`src/rtl/segdec_pkg.sv`:
```
package segdec_pkg;
    localparam int SEG_W = 7;
    localparam int BCD_W = 4;

    typedef logic [SEG_W-1:0] seg_t;
    typedef logic [BCD_W-1:0] bcd_t;

    localparam seg_t SEG_ALL_ON  = 7'h7F;
    localparam seg_t SEG_ALL_OFF = 7'h00;
endpackage

```
`src/rtl/segdec_bcd_decode.sv`:
```
module segdec_bcd_decode
    import segdec_pkg::*;
(
    input  bcd_t code_i,
    output seg_t seg_o
);
    always_comb begin
        unique case (code_i)
            4'd0:    seg_o = 7'h3F;
            4'd1:    seg_o = 7'h06;
            4'd2:    seg_o = 7'h5B;
            4'd3:    seg_o = 7'h4F;
            4'd4:    seg_o = 7'h66;
            4'd5:    seg_o = 7'h6D;
            4'd6:    seg_o = 7'h7D;
            4'd7:    seg_o = 7'h07;
            4'd8:    seg_o = 7'h7F;
            4'd9:    seg_o = 7'h6F;
            default: seg_o = SEG_ALL_OFF;
        endcase
    end
endmodule

```
`src/rtl/segdec_stage.sv`:
```
module segdec_stage
    import segdec_pkg::*;
(
    input  bcd_t code_i,
    input  logic blank_in_i,
    input  logic lamp_i,
    input  logic kill_i,
    output seg_t seg_o,
    output logic blank_out_o
);
    seg_t glyph;
    logic is_zero;
    logic suppress;

    segdec_bcd_decode dec_i (
        .code_i (code_i),
        .seg_o  (glyph)
    );

    assign is_zero     = (code_i == '0);
    assign suppress    = blank_in_i & is_zero;
    assign blank_out_o = suppress;

    // Priority: lamp test, then forced blank, then ripple suppression.
    always_comb begin
        if (lamp_i)
            seg_o = SEG_ALL_ON;
        else if (kill_i || suppress)
            seg_o = SEG_ALL_OFF;
        else
            seg_o = glyph;
    end
endmodule

```
`src/rtl/segdec_row.sv`:
```
module segdec_row
    import segdec_pkg::*;
#(
    parameter int NUM_DIGITS = 5
) (
    input  logic                        clk,
    input  logic                        rst_n,
    input  logic [NUM_DIGITS*BCD_W-1:0] bcd_in,
    input  logic [NUM_DIGITS-1:0]       lamp_test,
    input  logic [NUM_DIGITS-1:0]       force_blank,
    output logic [NUM_DIGITS*SEG_W-1:0] seg_out,
    output logic [NUM_DIGITS-1:0]       rbo_out
);
    localparam int MSD = NUM_DIGITS - 1;

    typedef struct packed {
        logic [NUM_DIGITS*SEG_W-1:0] seg;
        logic [NUM_DIGITS-1:0]       rbo;
    } row_state_t;

    row_state_t state_d, state_q;
    logic [NUM_DIGITS-1:0]       blank_in;
    logic [NUM_DIGITS-1:0]       blank_out;
    logic [NUM_DIGITS*SEG_W-1:0] seg_comb;

    for (genvar i = 0; i < NUM_DIGITS; i++) begin : g_stage
        if (i == 0) begin : g_lsd
            assign blank_in[i] = 1'b0;
        end else if (i == MSD) begin : g_msd
            assign blank_in[i] = 1'b1;
        end else begin : g_mid
            assign blank_in[i] = blank_out[i+1];
        end

        segdec_stage stage_i (
            .code_i      (bcd_in[i*BCD_W +: BCD_W]),
            .blank_in_i  (blank_in[i]),
            .lamp_i      (lamp_test[i]),
            .kill_i      (force_blank[i]),
            .seg_o       (seg_comb[i*SEG_W +: SEG_W]),
            .blank_out_o (blank_out[i])
        );
    end

    always_comb begin
        state_d     = state_q;
        state_d.seg = seg_comb;
        state_d.rbo = blank_out;
    end

    always_ff @(posedge clk or negedge rst_n) begin
        if (!rst_n)
            state_q <= '0;
        else
            state_q <= state_d;
    end

    assign seg_out = state_q.seg;
    assign rbo_out = state_q.rbo;
endmodule

```
`config.mk`:
```
export PLATFORM = sky130hd
export DESIGN_NAME = segdec_row
export DESIGN_NICKNAME = d
export VERILOG_FILES = /design/src/rtl/segdec_pkg.sv /design/src/rtl/segdec_bcd_decode.sv /design/src/rtl/segdec_stage.sv /design/src/rtl/segdec_row.sv
export SDC_FILE = /design/constraint.sdc
export NUM_CORES = 1
export LEC_CHECK = 0
export BUFFER_PORTS_ARGS = -buffer_cell sky130_fd_sc_hd__buf_2
export CAP_MARGIN = 5
export CORE_MARGIN = 2
export CORE_UTILIZATION = 35
export DETAILED_ROUTE_END_ITERATION = 16
export PLACE_DENSITY = 0.69
export SYNTH_ARGS = -nofsm -noshare
export SYNTH_HDL_FRONTEND = slang
export SYNTH_SLANG_ARGS = --single-unit
```
`constraint.sdc`:
```
create_clock -name clk -period 0.8 [get_ports clk]
set_input_delay 0.24 -clock clk [delete_from_list [all_inputs] [get_ports clk]]
set_output_delay 0.24 -clock clk [all_outputs]
set_load 0.1 [all_outputs]
```
==> results by group, run 1 <==
Worst setup path
  • Startpoint types: flop
  • Slowest stage delay, CP: 0.50 ns
  • CP Capture Type: primary output
  • Critical path's top delay family: flip-flops
  • WP data arrival: 0.96 ns
  • Critical path's slowest cell: dfrtp_4
  • WP data required: 0.56 ns
  • Critical-path cell list: buf_12
  • Bufs and invs on worst path: 1
  • CP Class: reg -> out
  • Max FO, Critical Path: 1

Layout
  • Fin cells: 413
  • # fillers: 388
  • P&R area growth vs syn: 91.5%
  • Ant. Diodes: 0
  • Storage element area: 1120 um2
  • Nets: 393
  • Fraction of layout instances using a drive strength above 1: 0.627
  • Area occupied by multi-input gates: 1300 um2

Route
  • Iter 0 DRT Violations: 77
  • Initial DRT Pass Iterations: 4
  • WL/cell: 13.1 um
  • Drt drc: 0
  • Final wirelength: 5400 um
  • Post-DRT Antenna Nets: 0
  • Via/cell ratio: 4.76
  • Vias: 1,964

Synth
  • Gate count of the mapped netlist: 216
  • Commonest register cell after synthesis: dfrtp_1
  • Post-synth ARST share: 1.00
  • Post-synth top area share: 0.447
  • Top cells by area, synth: dfrtp_1 45%, ha_1 14%, o21bai_1 6.2%
  • Post-synth EDFFs: 0
  • Register area share after synthesis: 0.447
  • Avg Inst Size Synth: 10.1 um2
  • Most common library cells after synthesis: 39 x dfrtp_1, 24 x ha_1, 18 x o21bai_1
  • Top-count cell post-synth: dfrtp_1
  • Synth area leader: dfrtp_1
  • Synth Cell Area: 2180 um2
  • Yosys warning count: 0
  • Seq cells post-synth: 39
  • Syn nets: 272
  • Yosys cell types: 32

Clocking
  • Bufs on Longest Clock Path: 2
  • H-tree Lvls: 2
  • Clk pin slew, worst setup/hold paths: 0.08 ns
  • Clk sink count: 39
  • CTS Buf Count: 5
  • Root Buffer: clkbuf_8
  • CTS tree: built

STA
  • Max Clk Rate: 835 MHz
  • RSZ-0062 raised after global routing: yes
  • Fin. max-slew vios: 0
  • Final Hold Fails: 0
  • Fin worst setup slack: -0.398 ns
  • Crit share post-route: 1.50
  • Final setup fails: 70
  • Crit path time final: 1.20 ns

Global route
  • First-pass GRT wire length: 9070 um
  • Initial antenna violation count: 0
  • Vias in the first global route: 2,009
  • Pin count of the biggest net entering global routing: 40
  • Grt ovf: 0
  • Total track usage: 0.161

Power
  • Pwr/cell area: 1570 nW/um2
  • Static Leakage: 1.88 nW
  • Design Power: 0.00656 W
  • Worst-case vdd ir drop: 0.913 mV

Run
  • Max cap viols: 0

Floorplan
  • Core ar.: 5990 um2
  • I/O pins: 72
  • Die H: 83.0 um
  • Die area: 6890 um2
  • Die width: 83.0 um
  • Starting Density: 0.364
  • Num rows: 28

Min path
  • Worst Hold Class: in -> reg

Outcome
  • Failing checks: setup timing
  • Status: finished, violations left

Place
  • Final GP Congestion: 0.886
  • PortBufs: 70
  • Post-detail-place hpwl: 4150 um
  • Placed insts: 395
-- cell families after synthesis --
logic type,Yosys count,synth area share
AO/OA/AOI/OAI,65,0.200
AND/OR/NAND/NOR,58,0.148
flip-flops,39,0.447
buffers and inverters,26,0.0521
adder cells (fa/ha/maj),24,0.138
multiplexers,2,0.00917
other,1,0.00172
XOR/XNOR,1,0.00401
-- layout make-up --
class,count,area share
Timing Repair Buffer,123,0.347
Multi-Input combinational cell,151,0.311
Sequential cell,39,0.268
Inverter,17,0.0236
Tap cell,75,0.0224
Clock buffer,6,0.0197
Clock inverter,2,0.00838
-- placed cells by master, fill, tap and decap left out, types with 2 or more instances in the layout --
master    Yosys  final
a21o_1        9      9
a21oi_1      12      8
a21oi_2       0      3
a31o_1        2      2
a31o_2        3      2
buf_12        0     41
buf_2         4     24
buf_4         1     42
buf_6         1     11
buf_8         0      4
clkbuf_8      0      6
dfrtp_4       0     39
ha_1         24     17
ha_2          0      2
ha_4          0      5
inv_1        17     10
inv_4         0      3
inv_6         0      3
mux2i_1       2      2
nand2_1      12     10
nand2_2       1      2
nand2b_1     15     13
nand2b_4      0      2
nor2_1       12     10
nor2_2        0      2
nor2b_4       0      2
nor3_1        3      3
nor3b_1       4      2
nor3b_2       0      2
o21ai_0      11      9
o21bai_1     18     18
o22ai_1       8      8
or2_4         0      3
-- flip-flops by register name, summed over array words and instances, names as in the netlist --
name     flops
rbo_out      4
seg_out     35
-- metal layers --
layer | vias up | wire length (um) | global-route usage
li1 | 968 | - | -
met1 | 931 | 2150 | 0.178
met2 | 56 | 2880 | 0.303
met3 | 9 | 260 | 0.0338
met4 | 0 | 111 | 0.0537
met5 | - | 0 | 0
-- per-stage QoR --
step / setup slack (ns) / hold slack [ns] / cell area [um2] / util / setup TNS [ns]
global route: -0.421 / 0.190 / 4180 / 0.698 / -24.39
floorplan: -0.466 / -0.0556 / 2450 / - / -12.21
global placement: -0.697 / 0.222 / 3760 / 0.628 / -23.30
CTS: -0.407 / 0.145 / 4130 / 0.689 / -22.69
finish: -0.398 / 0.186 / 4180 / 0.698 / -22.24
detailed placement: -0.726 / 0.232 / 3760 / 0.628 / -24.69
-- final timing paths --
kind / start / endpoint / slack [ns] / depth (start not counted)
setup / recovery: seg_out[19] / seg_out[19] / -0.40 / 1
hold / removal: force_blank[4] / seg_out[32] / 0.19 / 2
max in group asynchronous: rst_n / seg_out[22] / 0.13 / 3
min in group asynchronous: rst_n / seg_out[1] / 0.45 / 3
-- power by group --
group	switching (W)	leakage [nW]	internal, W
Sequential	0.000109	0.412	0.00218
Clock	0.000683	0.0612	0.00101
Combinational	0.00154	1.40	0.00104
-- what timing repair did --
| action | 4_1_cts | 5_1_grt |
|---|---|---|
| gates resized for setup | 46 | 14 |
| hold buffers | 1 | 0 |
| setup endpoints to repair | 77 | 75 |
| hold endpoints to repair | 39 | 0 |
| setup buffers | 8 | 4 |
| pin swaps | 23 | 10 |
Power figures use the tool's default switching activity.
==> run 2, diff against run 1 <==
HOLD_SLACK_MARGIN = 0.03   (was unset)
TNS_END_PERCENT = 10   (was unset)
==> results by group, run 2 (synthesis gave the netlist of run 1 again) <==
Outcome
  • Failing checks: setup timing (unchanged)
  • Status: finished, violations left (unchanged)

Clocking
  • Root Buffer: clkbuf_8 (unchanged)
  • Bufs on Longest Clock Path: 2 (unchanged)
  • H-tree Lvls: 2 (unchanged)
  • Clk sink count: 39 (unchanged)
  • CTS Buf Count: 5 (unchanged)
  • CTS tree: built (unchanged)
  • Clk pin slew, worst setup/hold paths: 0.07 ns (was 0.08 ns)

Layout
  • P&R area growth vs syn: 73.1% (was 91.5%)
  • # fillers: 460 (was 388)
  • Ant. Diodes: 0 (unchanged)
  • Most common cell after layout, fill and taps aside: buf_4 (unchanged)
  • Number of flip-flops in the largest register: 35 (unchanged)
  • Area occupied by multi-input gates: 1170 um2 (was 1300 um2)
  • Storage element area: 976 um2 (was 1120 um2)
  • Nets: 392 (was 393)
  • Fraction of layout instances using a drive strength above 1: 0.473 (was 0.627)
  • Most frequent cells in the layout: 50 x buf_4, 40 x buf_12, 39 x dfrtp_1, 26 x buf_2, 20 x ha_1 (was 42 x buf_4, 41 x buf_12, 39 x dfrtp_4, 24 x buf_2, 18 x o21bai_1)
  • Fin cells: 411 (was 413)
  • Final core occ: 0.631 (was 0.698)

Route
  • Final wirelength: 5140 um (was 5400 um)
  • Via/cell ratio: 4.68 (was 4.76)
  • Met3 WL: 259 um (was 260 um)
  • Drt drc: 0 (unchanged)
  • Initial DRT Pass Iterations: 4 (unchanged)
  • Routed wl met2: 2640 um (was 2880 um)
  • Vias: 1,922 (was 1,964)
  • Post-DRT Antenna Nets: 0 (unchanged)
  • M1 WL: 2120 um (was 2150 um)
  • Top layer reached by signal wires: met4 (unchanged)
  • Iter 0 DRT Violations: 80 (was 77)
  • WL/cell: 12.5 um (was 13.1 um)

STA
  • Max Clk Rate: 853 MHz (was 835 MHz)
  • Setup TNS: -19.98 ns (was -22.24 ns)
  • Fin. max-slew vios: 0 (unchanged)
  • Fin worst setup slack: -0.373 ns (was -0.398 ns)
  • Final Hold Fails: 0 (unchanged)
  • RSZ-0062 raised after global routing: yes (unchanged)
  • Crit share post-route: 1.47 (was 1.50)
  • Crit path time final: 1.17 ns (was 1.20 ns)
  • Final setup fails: 73 (was 70)

Worst setup path
  • Critical path's slowest cell: nor4b_4 (was dfrtp_4)
  • Max FO, Critical Path: 7 (was 1)
  • WP data required: 0.97 ns (was 0.56 ns)
  • WP data arrival: 1.35 ns (was 0.96 ns)
  • CP Class: in -> reg (was reg -> out)
  • Startpoint types: primary input (was flop)
  • Critical-path cell list: buf_8 > inv_4 > ha_4 > nor4b_4 > nand2_2 > o21ba_4 > a31o_1 (was buf_12)
  • Slowest stage delay, CP: 0.31 ns (was 0.50 ns)
  • CP Capture Type: flop (was primary output)

Min path
  • Worst Hold Class: in -> reg (unchanged)

Global route
  • First-pass GRT wire length: 8630 um (was 9070 um)
  • Total track usage: 0.153 (was 0.161)
  • Vias in the first global route: 1,891 (was 2,009)
  • Pin count of the biggest net entering global routing: 40 (unchanged)
  • Initial antenna violation count: 0 (unchanged)
  • Grt ovf: 0 (unchanged)

Place
  • PortBufs: 70 (unchanged)
  • Post-detail-place hpwl: 4100 um (was 4150 um)
  • Final GP Congestion: 0.875 (was 0.886)
  • Placed insts: 399 (was 395)

Floorplan
  • I/O pins: 72 (unchanged)
  • Core ar.: 5990 um2 (unchanged)
  • Die width: 83.0 um (unchanged)
  • Starting Density: 0.364 (unchanged)
  • Die H: 83.0 um (unchanged)
  • Die area: 6890 um2 (unchanged)
  • Num rows: 28 (unchanged)

Power
  • Pwr/cell area: 1580 nW/um2 (was 1570 nW/um2)
  • Worst-case vdd ir drop: 1.07 mV (was 0.913 mV)
  • Static Leakage: 1.82 nW (was 1.88 nW)

Run
  • Max cap viols: 0 (unchanged)
[run 2: cell count changes in the layout (fill, tap and decap cells not counted), sizes merged]
cell,before,now
bufinv,1,0
buf,122,121
[run 2: per-layer routing]
metal,GRT usage,up-vias
met4,0.0596,0
met5,0,-
met2,0.266,52
li1,-,966
met1,0.182,896
met3,0.0348,8
[run 2: path summary, 6_finish.rpt]
check,from,endpoint,slack [ns],depth (start not counted)
setup / recovery,bcd_in[12],seg_out[9],-0.37,7
hold / removal,force_blank[4],seg_out[32],0.16,2
max in group asynchronous,rst_n,seg_out[25],0.16,3
min in group asynchronous,rst_n,seg_out[20],0.46,3
[run 2: power breakdown]
part,leakage [nW],switching [W],internal [W]
registers,0.443,0.000110,0.00210
clock network,0.0470,0.000630,0.000675
logic,1.33,0.00149,0.000972
[run 2: metrics by stage]
stage,power [W],hold WS (ns),setup slack (ns),instance area [um2]
2_1_floorplan,0.00359,-0.0556,-0.467,2230
3_3_place_gp,0.00462,0.220,-0.679,3570
3_5_place_dp,0.00465,0.220,-0.698,3570
4_1_cts,0.00602,0.147,-0.345,3730
5_1_grt,0.00624,0.155,-0.428,3780
6_report,0.00598,0.156,-0.373,3780
[run 2: worst max-delay path: cells and delay by family]
family          cells  cell delay (ns)
simple gates        2             0.42
compound gates      2             0.41
fa+ha+maj           1             0.12
buf+inv             2             0.15
[run 2: what timing repair did]
item                                    CTS  global route
buffers inserted                          3             1
hold buffers                              1             0
hold endpoints to repair                 39             0
pin swaps                                 8             4
endpoints found under the setup margin   74            78
resized for setup                        14            18
[run 2: cell type report]
| cell class | instances | area share |
|---|---|---|
| timing repair buffer | 122 | 0.365 |
| multi-input combinational | 151 | 0.309 |
| sequential | 39 | 0.258 |
| tap | 75 | 0.0248 |
| clock buffer | 6 | 0.0218 |
| inverter | 17 | 0.0195 |
| clock inverter | 1 | 0.00132 |
==> run 3, diff against run 2 <==
CORE_UTILIZATION = 50   (was 35)
PLACE_DENSITY = 0.89   (was 0.69)
==> results by group, run 3 (synthesis gave the netlist of run 1 again) <==
Outcome
  • Status: finished, violations left (unchanged)
  • Failing checks: setup timing (unchanged)

Layout
  • Fraction of layout instances using a drive strength above 1: 0.475 (was 0.473)
  • Number of flip-flops in the largest register: 35 (unchanged)
  • Most frequent cells in the layout: 46 x buf_4, 40 x buf_12, 39 x dfrtp_1, 27 x buf_2, 20 x ha_1 (was 50 x buf_4, 40 x buf_12, 39 x dfrtp_1, 26 x buf_2, 20 x ha_1)
  • Final Cell Area: 3770 um2 (was 3780 um2)
  • Fin cells: 387 (was 411)
  • Final core occ: 0.877 (was 0.631)
  • Nets: 390 (was 392)
  • Most common cell after layout, fill and taps aside: buf_4 (unchanged)
  • P&R area growth vs syn: 72.5% (was 73.1%)
  • Ant. Diodes: 0 (unchanged)

Place
  • Dpl ws: -0.699 ns (was -0.698 ns)
  • PortBufs: 70 (unchanged)
  • Dpl cell area: 3520 um2 (was 3570 um2)
  • Final GP Congestion: 0.876 (was 0.875)
  • Placed insts: 374 (was 399)
  • Post-detail-place hpwl: 4930 um (was 4100 um)

Global route
  • Pin count of the biggest net entering global routing: 40 (unchanged)
  • Grt ovf: 0 (unchanged)
  • Vias in the first global route: 2,275 (was 1,891)
  • First-pass GRT wire length: 11,300 um (was 8630 um)
  • Initial antenna violation count: 0 (unchanged)
  • Total track usage: 0.308 (was 0.153)

Route
  • Vias: 2,175 (was 1,922)
  • Initial DRT Pass Iterations: 4 (unchanged)
  • Iter 0 DRT Violations: 142 (was 80)
  • WL/cell: 18.5 um (was 12.5 um)
  • Final wirelength: 7150 um (was 5140 um)
  • Drt drc: 0 (unchanged)
  • Via/cell ratio: 5.62 (was 4.68)
  • Post-DRT Antenna Nets: 0 (unchanged)

Worst setup path
  • Max FO, Critical Path: 7 (unchanged)
  • CP Capture Type: flop (unchanged)
  • WP data required: 0.99 ns (was 0.97 ns)
  • WP data arrival: 1.38 ns (was 1.35 ns)
  • Critical path's slowest cell: nor4b_4 (unchanged)
  • Slowest stage delay, CP: 0.30 ns (was 0.31 ns)
  • CP Class: in -> reg (unchanged)
  • Startpoint types: primary input (unchanged)
  • Critical-path cell list: buf_8 > inv_6 > ha_4 > nor4b_4 > nand2_2 > o21ba_4 > a31o_1 (was buf_8 > inv_4 > ha_4 > nor4b_4 > nand2_2 > o21ba_4 > a31o_1)

STA
  • Crit path time final: 1.19 ns (was 1.17 ns)
  • Final Hold Fails: 0 (unchanged)
  • Final setup fails: 73 (unchanged)
  • RSZ-0062 raised after global routing: yes (unchanged)
  • Max Clk Rate: 839 MHz (was 853 MHz)
  • Fin worst setup slack: -0.392 ns (was -0.373 ns)
  • Fin. max-slew vios: 0 (unchanged)
  • Crit share post-route: 1.49 (was 1.47)

Floorplan
  • Num rows: 24 (was 28)
  • Starting Density: 0.508 (was 0.364)
  • Die width: 70.1 um (was 83.0 um)
  • I/O pins: 72 (unchanged)
  • Core ar.: 4290 um2 (was 5990 um2)
  • Die H: 70.1 um (was 83.0 um)
  • Die area: 4910 um2 (was 6890 um2)

Clocking
  • H-tree Lvls: 2 (unchanged)
  • Bufs on Longest Clock Path: 2 (unchanged)
  • Clk sink count: 39 (unchanged)
  • CTS tree: built (unchanged)
  • CTS Buf Count: 5 (unchanged)
  • Root Buffer: clkbuf_8 (unchanged)
  • Clk pin slew, worst setup/hold paths: 0.07 ns (about the same)

Run
  • Max cap viols: 0 (unchanged)

Power
  • Pwr/cell area: 1720 nW/um2 (was 1580 nW/um2)
  • Design Power: 0.00649 W (was 0.00598 W)
  • Worst-case vdd ir drop: 0.996 mV (was 1.07 mV)
  • Static Leakage: 1.83 nW (was 1.82 nW)

Min path
  • Worst Hold Class: in -> reg (unchanged)
## run 3: final cells by class
class,count,area [um2]
clock buffer,6,82.6
clock inverter,2,35.0
fill,175,527
inverter,17,73.8
multi-input combinational,151,1170
sequential,39,976
tap,52,65.1
timing repair buffer,120,1360
## run 3: worst paths after layout
| kind | startpoint | to | slack [ns] | cells past startpoint |
|---|---|---|---|---|
| worst min-delay path | force_blank[4] | seg_out[32] | 0.17 | 2 |
| max in group asynchronous | rst_n | seg_out[6] | 0.19 | 3 |
| min in group asynchronous | rst_n | seg_out[17] | 0.42 | 3 |
| worst max-delay path | bcd_in[12] | seg_out[8] | -0.39 | 7 |
## run 3: per-stage QoR
stage	hold WS, ns	TNS (ns)
global route	0.160	-23.90
floorplan	-0.0556	-24.52
detailed placement	0.219	-20.94
finish	0.168	-21.12
CTS	0.166	-20.74
global placement	0.221	-19.03
## run 3: metal layers
metal	up-vias	part of all wire	global-route usage
li1	965	-	-
met1	1061	0.34	0.300
met2	116	0.56	0.594
met3	33	0.058	0.0678
met4	0	0.048	0.165
met5	-	0	0
## run 3: report_power, final
part           total [W]  leakage, nW  internal (W)  switching [W]
logic            0.00255         1.32      0.000972        0.00158
clock network    0.00172       0.0612       0.00101       0.000710
registers        0.00222        0.443       0.00210       0.000118
## run 3: timing repair
| item | in CTS | in global routing |
|---|---|---|
| hold buffers | 1 | 0 |
| setup endpoints to repair | 76 | 77 |
| resized for setup | 15 | 17 |
| buffers inserted | 2 | 2 |
| hold endpoints to repair | 39 | 0 |
| pin swaps | 10 | 11 |
## run 3: critical path, delay by kind of cell
| family | cells | cell delay, ns |
|---|---|---|
| compound gates | 2 | 0.43 |
| fa+ha+maj | 1 | 0.12 |
| buf+inv | 2 | 0.15 |
| simple gates | 2 | 0.43 |
